[src/rtl/pwm_scale_pkg.sv]
package pwm_scale_pkg;

  typedef enum logic [2:0] {
    RegEnable   = 3'd0,
    RegSelect   = 3'd1,
    RegPrescale = 3'd2,
    RegScale    = 3'd3,
    RegTest     = 3'd4
  } regSel_e;

  // strobes from control to datapath
  typedef struct packed {
    logic preLoad;
    logic sclLoad;
  } strobe_t;

endpackage

[src/rtl/pwm_scale_ctrl.sv]
module pwm_scale_ctrl
  import pwm_scale_pkg::*;
#(
  parameter int PRE_W  = 7,
  parameter int SCL_W  = 8,
  parameter int NUM_CH = 2,
  parameter int DATA_W = 8
) (
  input  logic              clk,
  input  logic              rstN,
  input  logic              specialMode,
  input  logic              wrEn,
  input  logic [2:0]        addr,
  input  logic [DATA_W-1:0] wrData,
  input  logic [PRE_W-1:0]  preCnt,
  output logic [DATA_W-1:0] rdData,
  output strobe_t           strb,
  output logic [NUM_CH-1:0] chEn,
  output logic [NUM_CH-1:0] chSel,
  output logic [SCL_W-1:0]  scaleVal
);

  logic reloadBlock;
  regSel_e regSel;

  assign regSel = regSel_e'(addr);

  always_ff @(posedge clk or negedge rstN) begin
    if (!rstN) begin
      chEn        <= '0;
      chSel       <= '0;
      scaleVal    <= '0;
      reloadBlock <= 1'b0;
    end else if (wrEn) begin
      case (regSel)
        RegEnable: chEn        <= wrData[NUM_CH-1:0];
        RegSelect: chSel       <= wrData[NUM_CH-1:0];
        RegScale:  scaleVal    <= wrData[SCL_W-1:0];
        RegTest:   reloadBlock <= wrData[0];
        default:   ;
      endcase
    end
  end

  always_comb begin
    strb.preLoad = wrEn && (regSel == RegPrescale) && specialMode;
    strb.sclLoad = wrEn && (regSel == RegScale) && !(specialMode && reloadBlock);
  end

  always_comb begin
    rdData = '0;
    case (regSel)
      RegEnable:   rdData[NUM_CH-1:0] = chEn;
      RegSelect:   rdData[NUM_CH-1:0] = chSel;
      RegPrescale: rdData[PRE_W-1:0]  = preCnt;
      RegScale:    rdData[SCL_W-1:0]  = scaleVal;
      RegTest:     rdData[0]          = reloadBlock;
      default:     rdData = '0;
    endcase
  end

  // a prescale write outside special mode never raises the load strobe
  p_pre_write_gated_r3: assert property (@(posedge clk) disable iff (!rstN)
    (wrEn && regSel == RegPrescale && !specialMode) |-> !strb.preLoad);

endmodule

[src/rtl/pwm_scale_dp.sv]
module pwm_scale_dp
  import pwm_scale_pkg::*;
#(
  parameter int PRE_W  = 7,
  parameter int SCL_W  = 8,
  parameter int NUM_CH = 2
) (
  input  logic              clk,
  input  logic              rstN,
  input  strobe_t           strb,
  input  logic [PRE_W-1:0]  preLoadVal,
  input  logic [SCL_W-1:0]  sclLoadVal,
  input  logic [SCL_W-1:0]  scaleVal,
  input  logic [NUM_CH-1:0] chEn,
  input  logic [NUM_CH-1:0] chSel,
  output logic [PRE_W-1:0]  preCnt,
  output logic              clkATick,
  output logic              s0Tick,
  output logic [NUM_CH-1:0] chSelTick,
  output logic [NUM_CH-1:0] chActive
);

  localparam logic [PRE_W-1:0] PRE_MAX = {PRE_W{1'b1}};

  logic [SCL_W-1:0] sclCnt;
  logic             halfPhase;
  logic             sclTerm;

  always_ff @(posedge clk or negedge rstN) begin
    if (!rstN)              preCnt <= '0;
    else if (strb.preLoad)  preCnt <= preLoadVal;
    else                    preCnt <= preCnt + 1'b1;
  end

  assign clkATick = (preCnt == PRE_MAX);
  assign sclTerm  = clkATick && (sclCnt == '0);
  assign s0Tick   = sclTerm && halfPhase;

  always_ff @(posedge clk or negedge rstN) begin
    if (!rstN) begin
      sclCnt    <= '0;
      halfPhase <= 1'b0;
    end else begin
      if (sclTerm) halfPhase <= ~halfPhase;
      if (strb.sclLoad)   sclCnt <= sclLoadVal;
      else if (sclTerm)   sclCnt <= scaleVal;
      else if (clkATick)  sclCnt <= sclCnt - 1'b1;
    end
  end

  // an accepted scale write lands in the scaler counter
  p_scl_reload_r7: assert property (@(posedge clk) disable iff (!rstN)
    strb.sclLoad |=> (sclCnt == $past(sclLoadVal)));

  // the scaler steps down by one on each clock A tick
  p_scl_step_r5: assert property (@(posedge clk) disable iff (!rstN)
    (!strb.sclLoad && clkATick && sclCnt != '0) |=> (sclCnt == $past(sclCnt) - 1'b1));

  // prescaler advances by one unless loaded
  p_pre_step_r2: assert property (@(posedge clk) disable iff (!rstN)
    !strb.preLoad |=> (preCnt == $past(preCnt) + 1'b1));

  for (genvar i = 0; i < NUM_CH; i++) begin : g_ch
    assign chSelTick[i] = chSel[i] ? s0Tick : clkATick;

    always_ff @(posedge clk or negedge rstN) begin
      if (!rstN)             chActive[i] <= 1'b0;
      else if (!chEn[i])     chActive[i] <= 1'b0;
      else if (chSelTick[i]) chActive[i] <= 1'b1;
    end

    // a channel becomes active only right after its selected tick
    p_act_on_tick_r9: assert property (@(posedge clk) disable iff (!rstN)
      $rose(chActive[i]) |-> $past(chSelTick[i] && chEn[i]));

    // a cleared enable drops the channel on the next cycle
    p_act_drop_r10: assert property (@(posedge clk) disable iff (!rstN)
      !chEn[i] |=> !chActive[i]);
  end

endmodule

[src/rtl/pwm_scale_clk.sv]
module pwm_scale_clk
  import pwm_scale_pkg::*;
#(
  parameter int PRE_W  = 7,
  parameter int SCL_W  = 8,
  parameter int NUM_CH = 2,
  parameter int DATA_W = 8
) (
  input  logic              clk,
  input  logic              rstN,
  input  logic              specialMode,
  input  logic              wrEn,
  input  logic [2:0]        addr,
  input  logic [DATA_W-1:0] wrData,
  output logic [DATA_W-1:0] rdData,
  output logic              clkATick,
  output logic              s0Tick,
  output logic [NUM_CH-1:0] chSelTick,
  output logic [NUM_CH-1:0] chActive
);

  strobe_t           strb;
  logic [NUM_CH-1:0] chEn;
  logic [NUM_CH-1:0] chSel;
  logic [SCL_W-1:0]  scaleVal;
  logic [PRE_W-1:0]  preCnt;

  pwm_scale_ctrl #(.PRE_W(PRE_W), .SCL_W(SCL_W), .NUM_CH(NUM_CH), .DATA_W(DATA_W)) uCtrl (
    .clk(clk), .rstN(rstN), .specialMode(specialMode), .wrEn(wrEn), .addr(addr),
    .wrData(wrData), .preCnt(preCnt), .rdData(rdData), .strb(strb),
    .chEn(chEn), .chSel(chSel), .scaleVal(scaleVal)
  );

  pwm_scale_dp #(.PRE_W(PRE_W), .SCL_W(SCL_W), .NUM_CH(NUM_CH)) uDp (
    .clk(clk), .rstN(rstN), .strb(strb),
    .preLoadVal(wrData[PRE_W-1:0]), .sclLoadVal(wrData[SCL_W-1:0]),
    .scaleVal(scaleVal), .chEn(chEn), .chSel(chSel),
    .preCnt(preCnt), .clkATick(clkATick), .s0Tick(s0Tick),
    .chSelTick(chSelTick), .chActive(chActive)
  );

endmodule

[config.mk]
export PLATFORM = sky130hd
export DESIGN_NAME = pwm_scale_clk
export DESIGN_NICKNAME = d
export VERILOG_FILES = /design/src/rtl/pwm_scale_pkg.sv /design/src/rtl/pwm_scale_ctrl.sv /design/src/rtl/pwm_scale_dp.sv /design/src/rtl/pwm_scale_clk.sv
export SDC_FILE = /design/constraint.sdc
export NUM_CORES = 1
export LEC_CHECK = 0
export BUFFER_PORTS_ARGS = -buffer_cell sky130_fd_sc_hd__buf_2
export CORE_MARGIN = 4
export CORE_UTILIZATION = 45
export CTS_CLUSTER_DIAMETER = 80
export CTS_CLUSTER_SIZE = 10
export DETAILED_ROUTE_END_ITERATION = 10
export HOLD_SLACK_MARGIN = 0.12
export PLACE_DENSITY = 0.68
export SYNTH_ARGS = -nofsm -noshare
export SYNTH_HDL_FRONTEND = slang
export SYNTH_HIERARCHICAL = 1
export SYNTH_SLANG_ARGS = --single-unit
[constraint.sdc]
create_clock -name clk -period 2.1 [get_ports clk]
set_clock_uncertainty 0.2 [all_clocks]
set_input_delay 0.105 -clock clk [delete_from_list [all_inputs] [get_ports clk]]
set_output_delay 0.105 -clock clk [all_outputs]
set_load 0.1 [all_outputs]
### Yosys cells after proc, flatten, opt, wreduce, memory -nomap -nowiden

Index checks and enable logic that the tools add are counted.
Widths: inputs -> output; s select.

* output and inout bits: 14
* memory bits (writable): 0
* latch bits: 0
* ROM bits: 0
* input port bits: 15
* logic and storage cells: 48
* memories: 0
* bits in registers: 31

* eq/ne operators: 7
* order comparisons: 0
* multipliers: 0
* div/mod/pow operators: 0
* multiplexer cells: 14
* bitwise gates (word level): 1
* reduce and logical (&&, ||, !) cells: 15
* shift-type cells: 0
* add/subtract/negate cells: 2

Operators with widths (number)
* $mux 8: 3
* $pmux 5 s2: 1
* $logic_not 8->1: 1
* $reduce_and 2->1: 4
* $sub 8x1->8 const B: 1
* $add 7x1->7 const B: 1
* $eq 7x7->1 const B: 1
* $logic_and 1x1->1: 7
* $mux 1: 7
* $mux 7: 1
* $eq 3x2->1 const B: 2
* $pmux 1 s5: 1
* $ne 2x2->1 const B: 2
* $pmux 1 s4: 1
* $eq 3x1->1 const B: 1
* $eq 3x3->1 const B: 1
* $logic_not 3->1: 1
* $reduce_bool 3->1: 1
* $logic_not 1->1: 1
* $not 1->1: 1

### Longest topological paths before layout

* depth in word-level cells: 6
* mapped depth: 6
* mapped depth without buffers: 6

### Modules after synthesis

The synthesis kept the hierarchy.

By module, submodules not included
* pwm_scale_dp: instances 1, cells each 115, area an instance 1082.3 µm²
* pwm_scale_ctrl: instances 1, cells each 59, area an instance 767.0 µm²

### Least setup slack after synthesis

No wires, ideal clock.

* path type: reg2out
* start: register uDp.sclCnt[0]
* end: output port s0Tick
* arrival: 3.351 ns
* setup slack: -1.556 ns
* data required time: 1.795 ns
* stages on the path, launching flop included: 6
* cells stage by stage: dfrtp_1 inv_1 ha_1 nor3b_1 nand2_2 nor3_1

* longest elaborated chain between the ends: 3

Ends and longest elaborated chain
* start, declared: line pwm_scale_dp.sv:25 `logic [SCL_W-1:0] sclCnt;`
* start signal, assigned: line pwm_scale_dp.sv:45 `if (strb.sclLoad) sclCnt <= sclLoadVal;`
* start signal, assigned: line pwm_scale_dp.sv:46 `else if (sclTerm) sclCnt <= scaleVal;`
* start signal, assigned: line pwm_scale_dp.sv:47 `else if (clkATick) sclCnt <= sclCnt - 1'b1;`
* $logic_not 8->1: line pwm_scale_dp.sv:36 `assign sclTerm = clkATick && (sclCnt == '0);`
* $logic_and 1x1->1: line pwm_scale_dp.sv:36
* $logic_and 1x1->1: line pwm_scale_dp.sv:37 `assign s0Tick = sclTerm && halfPhase;`
* end, declared: line pwm_scale_clk.sv:17 `output logic s0Tick,`

Every way passes these cells.

### Worst setup path in the final report

* start: register uDp.sclCnt[0]
* end: output port chSelTick[0]

* longest elaborated chain between the ends: 4

Ends and longest elaborated chain
* $logic_not 8->1: line pwm_scale_dp.sv:36
* $logic_and 1x1->1: line pwm_scale_dp.sv:36
* $logic_and 1x1->1: line pwm_scale_dp.sv:37
* $mux 1: line pwm_scale_dp.sv:64 `assign chSelTick[i] = chSel[i] ? s0Tick : clkATick;`
* end, declared: line pwm_scale_clk.sv:18 `output logic [NUM_CH-1:0] chSelTick,`

Every way passes these cells.

==> results_dict.tcl <==
set metrics [dict create \
    cts_tree "built" \
    io_buffers 28 \
    wirelength_um 4720 \
    ys_warn_count 6 \
    max-vdd-ir-drop_v 0.000702 \
    post-route-period-util 0.986 \
    worstSetupEndpointType "primary output" \
    fill_cells 311 \
    total_power_mw 2.83 \
    fin_cells 283 \
    setup_tns_ps 0 \
    yosys.area.top_type "dfrtp_1" \
    clock_latency_ps 270 \
    intPower_mw 1.72 \
    cp.arrival_ps 1770 \
    synth_edf_count 0 \
    rsz0062_at_grt "yes" \
    finalSetupViolations 0 \
    cts_buffer_depth 2 \
    drt_iter0_drc 128 \
    crit_family "simple AND/OR/NAND/NOR gates" \
    synthTopCellsByArea "dfrtp_1 (42%), mux2_2 (6.7%), mux2i_1 (4.3%)" \
    drv_slew 0 \
    rows 23 \
    p_sw_frac 0.391 \
    pin_count 29 \
    syn_area_mm2 0.00185 \
    drt-pass1-iter-count 4 \
    antenna_found_initial 0 \
    viasPerCell 5.55 \
    coreArea_mm2 0.00400 \
    utilization 0.631 \
    cts.sink_count 31 \
    route.detailed.drc 0 \
    gr-total-overflow 0 \
    synthArstFlopShare 1.00 \
    track_usage 0.192 \
    wl_per_cell_um 16.7 \
    synth_cells 174 \
    avgSynthCellArea_um2 10.6 \
    layout.nets 250 \
    cts_buffers 5 \
    clk_pin_slew_ps 70 \
    design_area_mm2 0.00252 \
    crit_chain "inv_2 > ha_4 > nor3b_4 > nand3_2 > a21oi_4 > buf_12" \
    pwr-share-clk 0.184 \
    placed_cell_area_mm2 0.00219 \
    path_buf_inv 2 \
    worstSetupPathType "flip-flop to primary output" \
    grt_pass1_wl_um 7760 \
    period_minus_slack_ps 2070 \
    final_hold_viol_count 0 \
    slew_headroom 0.523 \
    chipWidth_um 72.1 \
    crit_required_ps 1790 \
    hpwl_um 3240 \
    regArea_um2 777 \
    cp_slowest_cell "dfrtp_1" \
    dp.cells 251 \
    clockRootBuffer "clkbuf_8" \
    whs_ps 139 \
    leakagePower_nw 1.15 \
    tightest_slew_ps 716 \
    multiInputGateArea_mm2 0.00110 \
    setup_ws_ps 29.9 \
    grt_start_max_net_pins 32 \
    drive_gt1_frac 0.408 \
    area_growth_syn_to_layout_pct 36.5 \
    cp-start-kind "flip-flop" \
    cp_max_fo 4 \
    worstHoldPathType "input port to flip-flop" \
    diodes 0 \
    die_y_um 72.1 \
    place_congestion 0.895 \
    ys_seq_area_frac 0.419 \
    synth_top_area_frac 0.419 \
    switchingPower_mw 1.11 \
    vias 1570 \
    yosysUniqueCellTypes 49 \
    seq_power_share 0.365 \
    floorplan.initialDensity 0.462 \
    post-place-ws_ps 62.1 \
    first_global_vias 1546 \
    yosysMostFrequentCell "dfrtp_1" \
    fmax_ghz 0.483 \
    pwr-share-comb 0.451 \
    status "finished, final reports clean" \
    die_area_mm2 0.00520 \
    drv_cap 0 \
    synthFlopType "dfrtp_1" \
    max_stage_delay_ps 400 \
    h-tree-depth 2 \
    synth_nets 192 \
    yosys-top-cells-count "dfrtp_1 (31), nand2_1 (16), mux2_2 (11)" \
    powerDensity_mw_per_mm2 1120 \
    synth-seq-cells 31 \
    final_antenna_net_count 0 \
]
## power groups by stage
stage	Combinational [mW]	Clock [mW]	Sequential, mW
final	1.28	0.520	1.03
after global routing	1.38	0.556	1.06
after CTS	1.19	0.524	1.02
after detailed placement	1.04	0	1.05
after global placement	1.01	0	1.03
after floorplan	0.837	0	0.985
## cells by family (layout without fill, tap and decap cells)
family | after synthesis | in the layout | synth area share
adder cells (fa/ha/maj) | 3 | 3 | 0.0203
AND/OR/NAND/NOR | 57 | 57 | 0.194
flip-flops | 31 | 31 | 0.419
buffers and inverters | 12 | 71 | 0.0345
AO/OA/AOI/OAI | 39 | 39 | 0.139
multiplexers | 24 | 24 | 0.155
XOR/XNOR | 8 | 8 | 0.0379
## tightest hold or removal path, stage by stage
cell     delay (ps)
buf_2           150
nand2_1          80
nor3_1           40
mux2_2          210
## cells in the final DEF (no fill, tap or decap), types with 7 or more instances in the layout
| cell | n |
|---|---|
| dfrtp_1 | 30 |
| o21ai_0 | 7 |
| dlygate4sd3_1 | 10 |
| nand2_1 | 16 |
| buf_4 | 18 |
| buf_2 | 24 |
| clkbuf_8 | 7 |
| mux2i_1 | 8 |
| mux2_2 | 11 |
| nor2_1 | 9 |
## routing by layer
metal  track usage  part of all wire  vias to the layer above
li1              -                 -                      749
met1         0.247              0.46                      781
met2         0.317              0.49                       32
met3        0.0443             0.032                        8
met4        0.0626             0.015                        0
met5             0                 0                        -
## sequential cells by signal, summed over array words and instances, names as in the netlist
register           count
uDp/preCnt             7
uCtrl/reloadBlock      1
uDp/sclCnt             8
uDp/halfPhase          1
uDp/chActive           2
uCtrl/chSel            2
uCtrl/scaleVal         8
uCtrl/chEn             2
## final timing paths
check | start | endpoint | slack (ps) | depth (start not counted)
hold reg to reg | uDp/chActive[1]$_DFFE_PN0P_ | uDp/chActive[1]$_DFFE_PN0P_ | 300 | 1
min in group asynchronous | rstN | uDp/halfPhase$_DFFE_PN0P_ | 220 | 2
hold / removal | addr[2] | uCtrl/reloadBlock$_DFFE_PN0P_ | 140 | 4
setup / recovery | uDp/sclCnt[0]$_DFFE_PN0P_ | chSelTick[0] | 30 | 6
setup reg to reg | uDp/sclCnt[0]$_DFFE_PN0P_ | uDp/sclCnt[0]$_DFFE_PN0P_ | 70 | 8
max in group asynchronous | rstN | uDp/sclCnt[2]$_DFFE_PN0P_ | 970 | 2
## area by class of cell
type                    instances  area share
flip-flops and latches         31       0.308
inverters                       5     0.00743
clock buffers                   8      0.0396
repair buffers                 58       0.185
multi-input cells             131       0.436
well taps                      50      0.0248
## repair_timing
item	in CTS	in global routing
endpoints found under the setup margin	3	3
gates resized for setup	5	4
endpoints found under the hold margin	59	0
setup buffers	8	6
pin swaps	4	5
hold buffers	10	0
gates cloned	0	0
(Power assumes the default switching activity.)
